--- config.mk ---
export PLATFORM = sky130hd
export DESIGN_NAME = ics_source_ctl
export DESIGN_NICKNAME = d
export VERILOG_FILES = /design/src/rtl/ics_pkg.sv /design/src/rtl/ics_edge_capture.sv /design/src/rtl/ics_pick_low.sv /design/src/rtl/ics_source_ctl.sv
export SDC_FILE = /design/constraint.sdc
export NUM_CORES = 1
export LEC_CHECK = 0
export ABC_CLOCK_PERIOD_IN_PS = 4400
export BUFFER_PORTS_ARGS = -buffer_cell sky130_fd_sc_hd__buf_4
export CORE_MARGIN = 8
export CORE_UTILIZATION = 50
export DETAILED_ROUTE_END_ITERATION = 12
export MAX_ROUTING_LAYER = met4
export PLACE_DENSITY = 0.68
export SYNTH_ARGS = -nofsm -noshare
export SYNTH_HDL_FRONTEND = slang
export SYNTH_SLANG_ARGS = --single-unit
--- constraint.sdc ---
create_clock -name clk -period 4.4 [get_ports clk]
set_input_delay 0.66 -clock clk [delete_from_list [all_inputs] [get_ports clk]]
set_output_delay 0.66 -clock clk [all_outputs]
set_load 0.005 [all_outputs]
--- src/rtl/ics_pkg.sv ---
package ics_pkg;
  typedef enum logic [2:0] {
    OP_REJECT = 3'd0,
    OP_EOI    = 3'd1,
    OP_RESEND = 3'd2,
    OP_SET    = 3'd3,
    OP_GET    = 3'd4,
    OP_OFF    = 3'd5,
    OP_ON     = 3'd6
  } ics_op_e;

  localparam logic [7:0] PRI_MASKED = 8'hFF;
endpackage

--- src/rtl/ics_edge_capture.sv ---
module ics_edge_capture #(
  parameter int N = 8
) (
  input  logic         clk,
  input  logic         rst,
  input  logic [N-1:0] irq_i,
  input  logic [N-1:0] clr_i,
  output logic [N-1:0] lvl_o,
  output logic [N-1:0] ev_o
);
  logic [N-1:0] lvl_q, ev_q;

  // Rising edges are latched until the owner clears them.
  always_ff @(posedge clk) begin
    if (rst) begin
      lvl_q <= '0;
      ev_q  <= '0;
    end else begin
      lvl_q <= irq_i;
      ev_q  <= (ev_q & ~clr_i) | (irq_i & ~lvl_q);
    end
  end

  assign lvl_o = lvl_q;
  assign ev_o  = ev_q;
endmodule

--- src/rtl/ics_pick_low.sv ---
module ics_pick_low #(
  parameter int N  = 8,
  parameter int IW = 3
) (
  input  logic [N-1:0]  req_i,
  output logic          any_o,
  output logic [IW-1:0] idx_o
);
  always_comb begin
    any_o = |req_i;
    idx_o = '0;
    for (int k = N - 1; k >= 0; k--) begin
      if (req_i[k]) idx_o = IW'(k);
    end
  end
endmodule

--- src/rtl/ics_source_ctl.sv ---
module ics_source_ctl
  import ics_pkg::*;
#(
  parameter int                 NUM_SRC    = 8,
  parameter int                 BASE       = 16,
  parameter int                 NUM_SRV    = 4,
  parameter int                 NUM_W      = 10,
  parameter int                 SRVIN_W    = 8,
  parameter int                 SRV_W      = (NUM_SRV > 1) ? $clog2(NUM_SRV) : 1,
  parameter logic [NUM_SRC-1:0] LEVEL_MASK = NUM_SRC'('hF0)
) (
  input  logic               clk,
  input  logic               rst,
  input  logic [NUM_SRC-1:0] irq_i,
  input  logic               req_vld_i,
  input  logic [2:0]         req_op_i,
  input  logic [NUM_W-1:0]   req_num_i,
  input  logic [SRVIN_W-1:0] req_srv_i,
  input  logic [8:0]         req_pri_i,
  output logic               busy_o,
  output logic               ofr_vld_o,
  output logic [SRV_W-1:0]   ofr_srv_o,
  output logic [NUM_W-1:0]   ofr_num_o,
  output logic [7:0]         ofr_pri_o,
  output logic               rsp_vld_o,
  output logic               rsp_err_o,
  output logic [SRV_W-1:0]   rsp_srv_o,
  output logic [7:0]         rsp_pri_o
);
  localparam int                  LIDX_W  = (NUM_SRC > 1) ? $clog2(NUM_SRC) : 1;
  localparam logic [NUM_W-1:0]    NUM_LO  = NUM_W'(BASE);
  localparam logic [NUM_W-1:0]    NUM_HI  = NUM_W'(BASE + NUM_SRC);
  localparam logic [SRVIN_W-1:0]  SRV_LIM = SRVIN_W'(NUM_SRV);
  localparam logic [LIDX_W-1:0]   LAST    = LIDX_W'(NUM_SRC - 1);

  // Per-source entry and status
  logic [SRV_W-1:0]   srv_q  [NUM_SRC];
  logic [7:0]         pri_q  [NUM_SRC];
  logic [7:0]         spri_q [NUM_SRC];
  logic [NUM_SRC-1:0] sent_q, rej_q, mpend_q;

  logic              busy_q;
  logic [LIDX_W-1:0] scan_idx;

  // Raw input capture and arbitration
  logic [NUM_SRC-1:0] lvl, ev, ev_clr;
  logic               ev_any;
  logic [LIDX_W-1:0]  ev_idx;

  ics_edge_capture #(.N(NUM_SRC)) u_cap (
    .clk(clk), .rst(rst), .irq_i(irq_i), .clr_i(ev_clr), .lvl_o(lvl), .ev_o(ev)
  );

  ics_pick_low #(.N(NUM_SRC), .IW(LIDX_W)) u_pick (
    .req_i(ev), .any_o(ev_any), .idx_o(ev_idx)
  );

  // Request decode
  ics_op_e           op;
  logic              acc, num_ok, set_ok, cmd_ok, is_cmd;
  logic [LIDX_W-1:0] ridx;

  assign op     = ics_op_e'(req_op_i);
  assign acc    = req_vld_i && !busy_q;
  assign num_ok = (req_num_i >= NUM_LO) && (req_num_i < NUM_HI);
  assign ridx   = LIDX_W'(req_num_i - NUM_LO);
  assign set_ok = num_ok && (req_srv_i < SRV_LIM) && !req_pri_i[8];
  assign is_cmd = (op == OP_SET) || (op == OP_GET) || (op == OP_OFF) || (op == OP_ON);
  assign cmd_ok = (op == OP_SET) ? set_ok : num_ok;

  // Offer selection: walk first, then accepted request, then raw events
  logic              go;
  logic [LIDX_W-1:0] gidx;
  logic [SRV_W-1:0]  gsrv;
  logic [7:0]        gpri;

  always_comb begin
    go     = 1'b0;
    gidx   = ridx;
    gsrv   = srv_q[ridx];
    gpri   = pri_q[ridx];
    ev_clr = '0;
    if (busy_q) begin
      gidx = scan_idx;
      gsrv = srv_q[scan_idx];
      gpri = pri_q[scan_idx];
      if (LEVEL_MASK[scan_idx])
        go = (gpri != PRI_MASKED) && lvl[scan_idx] && !sent_q[scan_idx];
      else
        go = (gpri != PRI_MASKED) && rej_q[scan_idx];
    end else if (acc) begin
      if (op == OP_SET) begin
        gsrv = SRV_W'(req_srv_i);
        gpri = req_pri_i[7:0];
      end else if (op == OP_ON) begin
        gpri = spri_q[ridx];
      end
      if (((op == OP_SET) || (op == OP_ON)) && cmd_ok)
        go = (gpri != PRI_MASKED) &&
             (LEVEL_MASK[ridx] ? (lvl[ridx] && !sent_q[ridx]) : mpend_q[ridx]);
    end else if (ev_any) begin
      gidx           = ev_idx;
      gsrv           = srv_q[ev_idx];
      gpri           = pri_q[ev_idx];
      ev_clr[ev_idx] = 1'b1;
      go = (gpri != PRI_MASKED) && (!LEVEL_MASK[ev_idx] || (lvl[ev_idx] && !sent_q[ev_idx]));
    end
  end

  always_ff @(posedge clk) begin
    if (rst) begin
      for (int k = 0; k < NUM_SRC; k++) begin
        srv_q[k]  <= '0;
        pri_q[k]  <= PRI_MASKED;
        spri_q[k] <= PRI_MASKED;
      end
      sent_q    <= '0;
      rej_q     <= '0;
      mpend_q   <= '0;
      busy_q    <= 1'b0;
      scan_idx  <= '0;
      ofr_vld_o <= 1'b0;
      ofr_srv_o <= '0;
      ofr_num_o <= '0;
      ofr_pri_o <= '0;
      rsp_vld_o <= 1'b0;
      rsp_err_o <= 1'b0;
      rsp_srv_o <= '0;
      rsp_pri_o <= '0;
    end else begin
      ofr_vld_o <= go;
      ofr_srv_o <= gsrv;
      ofr_num_o <= NUM_LO + NUM_W'(gidx);
      ofr_pri_o <= gpri;
      rsp_vld_o <= acc && is_cmd;
      rsp_err_o <= acc && is_cmd && !cmd_ok;
      rsp_srv_o <= (acc && (op == OP_GET) && num_ok) ? srv_q[ridx] : '0;
      rsp_pri_o <= (acc && (op == OP_GET) && num_ok) ? pri_q[ridx] : 8'h00;

      if (go) begin
        if (LEVEL_MASK[gidx]) sent_q[gidx]  <= 1'b1;
        else                  mpend_q[gidx] <= 1'b0;
      end

      if (busy_q) begin
        if (!LEVEL_MASK[scan_idx]) rej_q[scan_idx] <= 1'b0;
        if (scan_idx == LAST) busy_q <= 1'b0;
        scan_idx <= scan_idx + 1'b1;
      end else if (acc) begin
        case (op)
          OP_REJECT: if (num_ok) begin
            rej_q[ridx]  <= 1'b1;
            sent_q[ridx] <= 1'b0;
          end
          OP_EOI: if (num_ok && LEVEL_MASK[ridx]) sent_q[ridx] <= 1'b0;
          OP_RESEND: begin
            busy_q   <= 1'b1;
            scan_idx <= '0;
          end
          OP_SET: if (set_ok) begin
            srv_q[ridx]  <= SRV_W'(req_srv_i);
            pri_q[ridx]  <= req_pri_i[7:0];
            spri_q[ridx] <= req_pri_i[7:0];
          end
          OP_OFF: if (num_ok) begin
            spri_q[ridx] <= pri_q[ridx];
            pri_q[ridx]  <= PRI_MASKED;
          end
          OP_ON: if (num_ok) pri_q[ridx] <= spri_q[ridx];
          default: ;
        endcase
      end else if (ev_any && !LEVEL_MASK[ev_idx] && (pri_q[ev_idx] == PRI_MASKED)) begin
        mpend_q[ev_idx] <= 1'b1;
      end
    end
  end

  assign busy_o = busy_q;
endmodule

* After elaboration in Yosys (flattened, before gate mapping) *
Memories as Yosys holds them, arrays and structs flattened. A register that Yosys moved wholly into a read port is not among the register bits.
Index checks and enable logic that the tools add are counted.

word-level totals
  memories = 7
  memory bits (read-only) = 32
  input port bits = 41
  word-level logic and storage cells = 236
  bits in writable memories = 144
  output and inout port bits = 34
  register bits = 77

memory list
  name              depth  width  read ports  clocked after memory_dff  wr ports  line                   source
  pri_q             8      8      3           1                         8         ics_source_ctl.sv:38   logic [7:0] pri_q [NUM_SRC];
  spri_q            8      8      1           0                         8         ics_source_ctl.sv:39   logic [7:0] spri_q [NUM_SRC];
  srv_q             8      2      3           1                         8         ics_source_ctl.sv:37   logic [SRV_W-1:0] srv_q [NUM_SRC];
  (name not given)  8      1      1           0                         0         ics_source_ctl.sv:172  end else if (ev_any && !LEVEL_MASK[ev_idx] && (pri_q[ev_idx] == PRI_MASKED)) begin
  (name not given)  8      1      1           0                         0         ics_source_ctl.sv:155  OP_EOI: if (num_ok && LEVEL_MASK[ridx]) sent_q[ridx] <= 1'b0;
  (name not given)  8      1      1           1                         0         ics_source_ctl.sv:146  if (!LEVEL_MASK[scan_idx]) rej_q[scan_idx] <= 1'b0;
  +1 memories       --     --     --          --                        --        --

cells by class
  add/sub/neg operators = 3
  eq/ne operators = 12
  mux-type cells = 123
  reduce and logical (&&, ||, !) cells = 47
  order comparisons = 11
  bitwise logic cells = 18

operator list
  kind                                                                                   number
  8-bit two-way mux                                                                      33
  3-bit two-way mux                                                                      23
  1-bit two-way mux                                                                      49
  8-bit bitwise AND                                                                      5
  8-bit NOT                                                                              5
  8-bit bitwise OR                                                                       4
  1-bit binary-select mux with 3-bit select                                              8
  8-bit inequality test (second input constant)                                          3
  8-bit OR reduction                                                                     3
  1-bit logical AND                                                                      23
  3-bit by 4-bit < comparator with 1-bit output (second input constant)                  4
  8-bit case mux with 2 select lines                                                     1
  1-bit demux with 3-bit select                                                          4
  3-bit equality test (second input constant)                                            4
  3-bit by 1-bit greater-or-equal comparator with 1-bit output (second input constant)   4
  10-bit by 5-bit greater-or-equal comparator with 1-bit output (second input constant)  1
  10-bit by 5-bit < comparator with 1-bit output (second input constant)                 1
  2-bit two-way mux                                                                      5
  8-bit equality test (second input constant)                                            1
  8-bit by 3-bit < comparator with 1-bit output (second input constant)                  1
  2-bit nonzero test                                                                     4
  1-bit logical NOT                                                                      7
  5-bit by 3-bit adder with 6-bit output (first input constant)                          1
  3-bit by 2-bit equality test with 1-bit output (second input constant)                 2
  11 further kinds                                                                       18

* Longest topological paths before layout *
Gate-level depths: netlist (run 1).

  depth in word-level cells = 24
  depth in mapped cells = 13
  gate-level depth less buffers = 9

* Modules after synthesis *
From an unflattened synthesis (run 1), not the netlist that was laid out.

second synthesis, totals
  cells, all modules = 1,043
  area total of the unflattened synthesis = 11,354.6 um2

by module, submodules not included
  module            area each (um2)  seq. area each (um2)  times used  cells each
  ics_source_ctl    10,709.0         5,405.2               1           981
  ics_edge_capture  564.3            320.3                 1           49
  ics_pick_low      81.3             0.0                   1           13

* Worst setup path after synthesis (run 1) *
OpenSTA, ideal clock, no wires.

  path type = input-to-reg
  start = input port req_num_i[6]
  end = memory pri_q[7][0], enable pin
  library setup time = 384 ps
  data required time = 4,016 ps
  stages = 8
  setup slack = 1,215 ps
  data arrival time = 2,801 ps
  buffers on the path = 2
  cell sequence = nor4b_1 nand2_1 or3_1 clkbuf_1 nor3_2 nor3_1 clkbuf_1 o21ai_0

RTL lines
  item         line                  source
  from (decl)  ics_source_ctl.sv:17  input logic [NUM_W-1:0] req_num_i,
  to (decl)    ics_source_ctl.sv:38

* Final worst setup path (run 1) *
  start = register u_cap.ev_q[0], in the netlist u_cap.ev_o[0]
  end = register mpend_q[2]

between the ends
  word-level cells in the longest chain between the ends = 17
  elaborated cells between the ends (all ways) = 45
  those cells by class = 4 x order compare; 2 x eq/ne; 23 x mux; 3 x bitwise; 10 x reduce/logical; 3 x memory

ends and longest elaborated chain
  item                                                                                                                                                 line                                    source
  from (decl)                                                                                                                                          ics_edge_capture.sv:11                  logic [N-1:0] lvl_q, ev_q;
  from (signal assigned)                                                                                                                               ics_edge_capture.sv:20                  ev_q <= (ev_q & ~clr_i) | (irq_i & ~lvl_q);
  8-bit OR reduction or 3-bit two-way mux (tied branches)                                                                                              ics_pick_low.sv:10, ics_pick_low.sv:13
  3-bit two-way mux                                                                                                                                    ics_source_ctl.sv:101                   end else if (ev_any) begin
  3-bit two-way mux                                                                                                                                    ics_source_ctl.sv:91                    end else if (acc) begin
  3-bit two-way mux                                                                                                                                    ics_source_ctl.sv:83                    if (busy_q) begin
  3-bit by 4-bit < comparator with 1-bit output (implied by the code) or 3-bit by 1-bit greater-or-equal comparator with 1-bit output (tied branches)  ics_source_ctl.sv:142                   else mpend_q[gidx] <= 1'b0;
  1-bit logical AND (implied by the code)                                                                                                              ics_source_ctl.sv:142
  1-bit two-way mux (implied by the code)                                                                                                              ics_source_ctl.sv:142
  1-bit demux with 3-bit select                                                                                                                        ics_source_ctl.sv:142
  8-bit NOT (no line)                                                                                                                                  --
  8-bit bitwise AND (no line)                                                                                                                          --
  8-bit two-way mux                                                                                                                                    ics_source_ctl.sv:141                   if (LEVEL_MASK[gidx]) sent_q[gidx] <= 1'b1;
  8-bit two-way mux                                                                                                                                    ics_source_ctl.sv:140                   if (go) begin
  8-bit two-way mux                                                                                                                                    ics_source_ctl.sv:111                   if (rst) begin
  8-bit bitwise OR (no line)                                                                                                                           --
  8-bit two-way mux                                                                                                                                    ics_source_ctl.sv:172
  8-bit two-way mux                                                                                                                                    ics_source_ctl.sv:149                   end else if (acc) begin
  8-bit two-way mux *                                                                                                                                  ics_source_ctl.sv:145                   if (busy_q) begin
  to (signal assigned)                                                                                                                                 ics_source_ctl.sv:119                   mpend_q <= '0;
  to (signal, indexed assignment)                                                                                                                      ics_source_ctl.sv:142
  to (signal, indexed assignment)                                                                                                                      ics_source_ctl.sv:173                   mpend_q[ev_idx] <= 1'b1;
  to (decl)                                                                                                                                            ics_source_ctl.sv:40                    logic [NUM_SRC-1:0] sent_q, rej_q, mpend_q;

Every way passes the cells marked *; elsewhere a longest branch is shown, timed or not. The select of a mux whose other input is x is not followed.
A chain may end at the register's enable or synchronous reset.

==> results of run 1 <==
==> final timing paths <==
path	endpoint	slack [ns]	depth (start not counted)	from
max	mpend_q[2]$_SDFF_PP0_	0.97	9	u_cap.ev_o[0]$_SDFF_PP0_
min	u_cap.lvl_o[1]$_SDFF_PP0_	0.34	2	irq_i[1]
max reg2reg	mpend_q[2]$_SDFF_PP0_	0.97	9	u_cap.ev_o[0]$_SDFF_PP0_
min reg2reg	rej_q[1]$_SDFFE_PP0P_	0.47	2	rej_q[1]$_SDFFE_PP0P_
==> cells by family after synthesis <==
logic type,count (synthesis),share of synthesized area [%]
buffers and inverters,86,4.479
and+or+nand+nor,467,19.17
AOI/OAI and AO/OA,266,15.98
muxes,86,10.62
other,1,0.03242
adders and majority gates,2,0.2163
DFF,214,49.50
==> sequential cells by signal (all words and copies together) (netlist names), named ones only <==
signal / cells
busy_o: 1
mpend_q: 4
ofr_num_o: 4
ofr_pri_o: 8
ofr_srv_o: 2
ofr_vld_o: 1
pri_q: 64
rej_q: 8
rsp_err_o: 1
rsp_pri_o: 8
rsp_srv_o: 2
rsp_vld_o: 1
scan_idx: 3
sent_q: 8
spri_q: 64
srv_q: 16
u_cap.ev_o: 8
u_cap.lvl_o: 8
==> stage by stage <==
step,util [%],total power (W)
6_report,57.61,0.004874
5_1_grt,57.61,0.005004
4_1_cts,57.59,0.004871
3_5_place_dp,54.34,0.002961
3_3_place_gp,54.34,0.002961
2_1_floorplan,-,0.002707
==> Yosys cell counts (15+ instances only) <==
cell | instances | area (µm²)
dfxtp_1 | 70 | 1401
a21oi_1 | 48 | 240.2
nor2b_1 | 27 | 168.9
nor3_1 | 21 | 105.1
mux4_2 | 26 | 585.6
a221oi_1 | 17 | 148.9
edfxtp_1 | 144 | 4324
o21ai_0 | 43 | 215.2
mux2i_1 | 37 | 370.4
clkbuf_1 | 31 | 116.4
mux2_2 | 22 | 247.7
nand2b_1 | 23 | 143.9
nor2_1 | 95 | 356.6
a211oi_1 | 22 | 165.2
nand3_1 | 16 | 80.08
a22oi_1 | 24 | 180.2
a31oi_1 | 15 | 93.84
nand2_1 | 213 | 799.5
buf_2 | 16 | 80.08
==> routing by layer <==
layer | GRT usage (%) | vias up
li1 | - | 4329
met1 | 35.79 | 4784
met2 | 44.93 | 568
met3 | 4.069 | 132
met4 | 14.17 | 0
met5 | - | -
==> cell type report <==
| class | instances | share of cell area (%) |
|---|---|---|
| Multi-Input combinational cell | 827 | 41.07 |
| Clock inverter | 11 | 0.8894 |
| Timing Repair Buffer | 113 | 6.484 |
| Tap cell | 285 | 2.725 |
| Clock buffer | 30 | 4.753 |
| Sequential cell | 214 | 43.76 |
| Inverter | 11 | 0.3156 |
==> power by group through the flow <==
stage	clock network, W	logic [W]	registers (W)
2_1_floorplan	0	0.000435	0.00227
3_3_place_gp	0	0.000654	0.00231
3_5_place_dp	0	0.000654	0.00231
4_1_cts	0.00195	0.000658	0.00226
5_1_grt	0.00202	0.000712	0.00227
6_report	0.00193	0.000673	0.00227
==> worst max-delay path, stage by stage, from the launching register on <==
cell,delay [ns]
dfxtp_1,0.67
buf_4,0.29
or4_1,0.50
nor3_1,0.15
a2111oi_1,0.70
nor4b_2,0.12
and4_4,0.25
o21ai_4,0.23
nand3_2,0.14
o221a_1,0.27
==> results.toml, run 1 <==
[route]
vias_per_cell = 6.581
wl_per_cell_um = 26.77
drtPass1Iterations = 6
top_layer_used = "met4"
wl_met2_um = 18470
met3_length_um = 3688
drt_wl_total_um = 39910
routed-via-count = 9813
route.detailed.drc = 0
drtIter0Drc = 1124
ant_nets = 0
drt-met1-wl_um = 15630

[synth]
synth_edf_count = 144
netlist_instances = 1122
yosys_warnings = 0
syn_area_um2 = 11570
ys_seq_elements = 214
ys.flop_type = "edfxtp_1"
syn_area_per_cell_um2 = 10.31
synth.distinct_cells = 90
synthArstFlopShare_pct = 0
yosysSeqAreaShare_pct = 49.50

[grt]
grt_pass1_vias = 9561
antenna_found_initial = 0
grt_usage_pct = 28.54
grt_max_degree = 64
grt-ovfl-total = 0
grt_pass1_wl_um = 59570

[placed_design]
gp_congestion = 1.013
place_inst = 1450
port_buffers = 68
place_area_um2 = 12340
dp_hpwl_um = 29830
dp_slack_ns = 0.5438

[critical_path]
cp.required_ns = 4.82
cp.arrival_ns = 3.85
crit_fanout = 13
critPathKind = "register to register"
endpoint_kind = "register"
critPathLaunchType = "register"

[clock_tree]
cts_tree = "done"
clk_latency_ns = 0.54
clkTransAtPathRegs_ns = 0.07
h-tree-depth = 1
cts_hold_buf = 0
post_cts_buffers = 0
cts_buffers = 23
cts_buffer_depth = 3
cts-root-buf = "clkbuf_16"
cts.sinks = 214
cts_resized = 0

[die]
die_w_um = 168.1
core.rowCount = 55
core-area_um2 = 22710
die_area_um2 = 28250
num_io_pins = 75
initial_core_util_pct = 50.93
die_h_um = 168.1

[timing]
fin_crit_sh_pct = 77.97
slew_headroom_pct = 15.45
whs_ns = 0.3435
final_max_slew_viol_count = 0
rsz0062_at_grt = "false"
hold_violations = 0
setup_viol = 0
worstMarginPinSlew_ns = 1.258
max_freq_mhz = 291.5
period_needed_ns = 3.431
skew_ns = 0.01390
setup_tns_ns = 0
setup_ws_ns = 0.9693

[power_and_ir_drop]
p_clk_share_pct = 39.7
comb_power_share_pct = 13.8
cellLeakagePower_nw = 4.310
seqPwrFrac_pct = 46.5
power.density_nw_per_um2 = 372.5
switching_share_pct = 26.76
vdd_ir_drop_max_mv = 0.3247
power_switching_w = 0.001304
internal_power_w = 0.003570

[flow_run]
drv_cap = 0

[hold_path]
hold_class = "input port to register"

[final_layout]
area_growth_pct = 13.12
finalNonFillerCells = 1491
drive_gt1_share_pct = 19.90
final_common_cell = "nand2_1"
nets = 1233
num_antenna_cells = 0
multiInputGateArea_um2 = 5374
nFillCells = 1960
register_area_um2 = 5725
mostFrequentLayoutCells = "213 x nand2_1, 144 x edfxtp_1, 113 x buf_4"
final_area_um2 = 13080

[status]
status = "completed"
(Power assumes the default switching activity.)
==> run 2: changes to the inputs <==
--- a/config.mk
+++ b/config.mk
@@ -5,7 +5,7 @@
 export SDC_FILE = /design/constraint.sdc
 export NUM_CORES = 1
 export LEC_CHECK = 0
-export ABC_CLOCK_PERIOD_IN_PS = 4400
+export ABC_CLOCK_PERIOD_IN_PS = 3300
 export BUFFER_PORTS_ARGS = -buffer_cell sky130_fd_sc_hd__buf_4
 export CORE_MARGIN = 8
 export CORE_UTILIZATION = 50
==> constraint.sdc (replaced) <==
create_clock -name clk -period 3.3 [get_ports clk]
set_input_delay 0.495 -clock clk [delete_from_list [all_inputs] [get_ports clk]]
set_output_delay 0.495 -clock clk [all_outputs]
set_load 0.005 [all_outputs]
==> results.toml, run 2 (same netlist as run 1, synthesis figures left out) <==
[clock_tree]
cts.sinks = 214
cts_buffers = 24
clk_latency_ns = 0.54
clkTransAtPathRegs_ns = 0.06
h-tree-depth = 1
cts_tree = "done"
cts_resized = 0
cts_buffer_depth = 3
cts-root-buf = "clkbuf_16"
post_cts_buffers = 0
cts_hold_buf = 0

[route]
routed-via-count = 10038
ant_nets = 0
drtIter0Drc = 1242
wl_per_cell_um = 26.14
vias_per_cell = 6.385
route.detailed.drc = 0
drtPass1Iterations = 5
drt_wl_total_um = 41090

[final_layout]
num_antenna_cells = 0
drive_gt1_share_pct = 25.10
area_growth_pct = 19.15
final_common_cell = "nand2_1"
nets = 1313
mostFrequentLayoutCells = "213 x nand2_1, 190 x buf_4, 144 x edfxtp_1"
finalNonFillerCells = 1572
final_area_um2 = 13780
nFillCells = 1976
reg_top3 = "pri_q x64, spri_q x64, srv_q x16"

[die]
initial_core_util_pct = 50.93
core.rowCount = 55
die_w_um = 168.1
num_io_pins = 75
core-area_um2 = 22710
die_area_um2 = 28250
die_h_um = 168.1

[power_and_ir_drop]
internal_power_w = 0.005024
p_clk_share_pct = 41.2
seqPwrFrac_pct = 44.2
vdd_ir_drop_max_mv = 0.4585
comb_power_share_pct = 14.7
switching_share_pct = 26.47
power.density_nw_per_um2 = 495.8
power_switching_w = 0.001809
power_w = 0.006833
cellLeakagePower_nw = 4.742

[timing]
worstMarginPinSlew_ns = 1.369
setup_tns_ns = 0
setup_ws_ns = 0.2915
final_max_slew_viol_count = 0
skew_ns = 0.02417
hold_violations = 0
rsz0062_at_grt = "false"
period_needed_ns = 3.009
max_freq_mhz = 332.4
slew_headroom_pct = 7.950
fin_crit_sh_pct = 91.17
setup_viol = 0

[grt]
grt_pass1_wl_um = 61200
grt_max_degree = 37
antenna_found_initial = 0
grt_usage_pct = 29.36
grt-ovfl-total = 0
grt_pass1_vias = 9919

[hold_path]
hp-start = "irq_i[0]"
hold_class = "input port to register"

[placed_design]
place_inst = 1529
gp_congestion = 0.9859
port_buffers = 68
dp_slack_ns = 0.04655
dp_hpwl_um = 31770
place_area_um2 = 12930

[critical_path]
crit_path_cell_trace = "buf_4, or4b_2, o221ai_1, a21oi_1, o221ai_1, nor4b_2, and4_4, o21ai_4, nand3_2, o221a_1"
crit_path_start = "u_cap.ev_o[0]$_SDFF_PP0_"
critPathLaunchType = "register"
cpPeakStageDelay_ns = 0.80
cp.required_ns = 3.72
critPathKind = "register to register"
slowest_stage = "or4b_2"
endpoint_kind = "register"
crit_fanout = 8
worst_path_most_repeated_cell = "o221ai_1"
rr_startpoint = "u_cap.ev_o[0]$_SDFF_PP0_"
cp.arrival_ns = 3.43
cp_top_family = "simple AND/OR/NAND/NOR gates"
critPathBufInv = 1

[flow_run]
drv_cap = 0

[status]
status = "completed"
==> run 2: changes by cell type in the layout (fill, tap and decap cells not counted), sizes merged <==
cell | before | now
clkinv | 7 | 8
bufinv | 2 | 4
clkinvlp | 0 | 3
inv | 13 | 14
clkbuf | 30 | 25
buf | 113 | 192
==> run 2: layout make-up <==
| class | count | area (µm²) | share of cell area (%) |
|---|---|---|---|
| Timing Repair Buffer | 192 | 1466 | 10.64 |
| Multi-Input combinational cell | 827 | 5341 | 38.76 |
| Tap cell | 285 | 356.6 | 2.588 |
| Sequential cell | 214 | 5725 | 41.55 |
| Inverter | 11 | 41.29 | 0.2996 |
| Clock inverter | 18 | 245.2 | 1.780 |
| Clock buffer | 25 | 604.3 | 4.385 |
==> run 2: per-layer routing <==
layer | GRT usage, % | part of all wire [%]
met1 | 35.86 | 39
met2 | 45.53 | 46
met3 | 7.063 | 10
met4 | 13.86 | 5.2
met5 | - | 0
==> run 2: final timing paths <==
| path | to | slack (ns) | cells after the start |
|---|---|---|---|
| worst max-delay path | mpend_q[2]$_SDFF_PP0_ | 0.29 | 10 |
| worst min-delay path | u_cap.lvl_o[0]$_SDFF_PP0_ | 0.19 | 2 |
| worst max register to register | mpend_q[2]$_SDFF_PP0_ | 0.29 | 10 |
| worst min register to register | rej_q[4]$_SDFFE_PP0P_ | 0.47 | 2 |
==> run 2: stage by stage <==
stage,hold WS [ns],util (%)
final,0.1898,60.68
after global routing,0.1856,60.68
after CTS,0.1828,60.68
after detailed placement,0.4573,56.94
after global placement,0.4526,56.94
after floorplan,0.4425,-
==> run 2: power by group through the flow <==
stage                     registers, W  logic [W]  clock network (W)
after detailed placement       0.00307   0.000979                  0
after global routing           0.00302    0.00106            0.00295
after global placement         0.00307   0.000978                  0
after floorplan                0.00303   0.000580                  0
after CTS                      0.00301   0.000983            0.00284
final                          0.00302    0.00100            0.00281
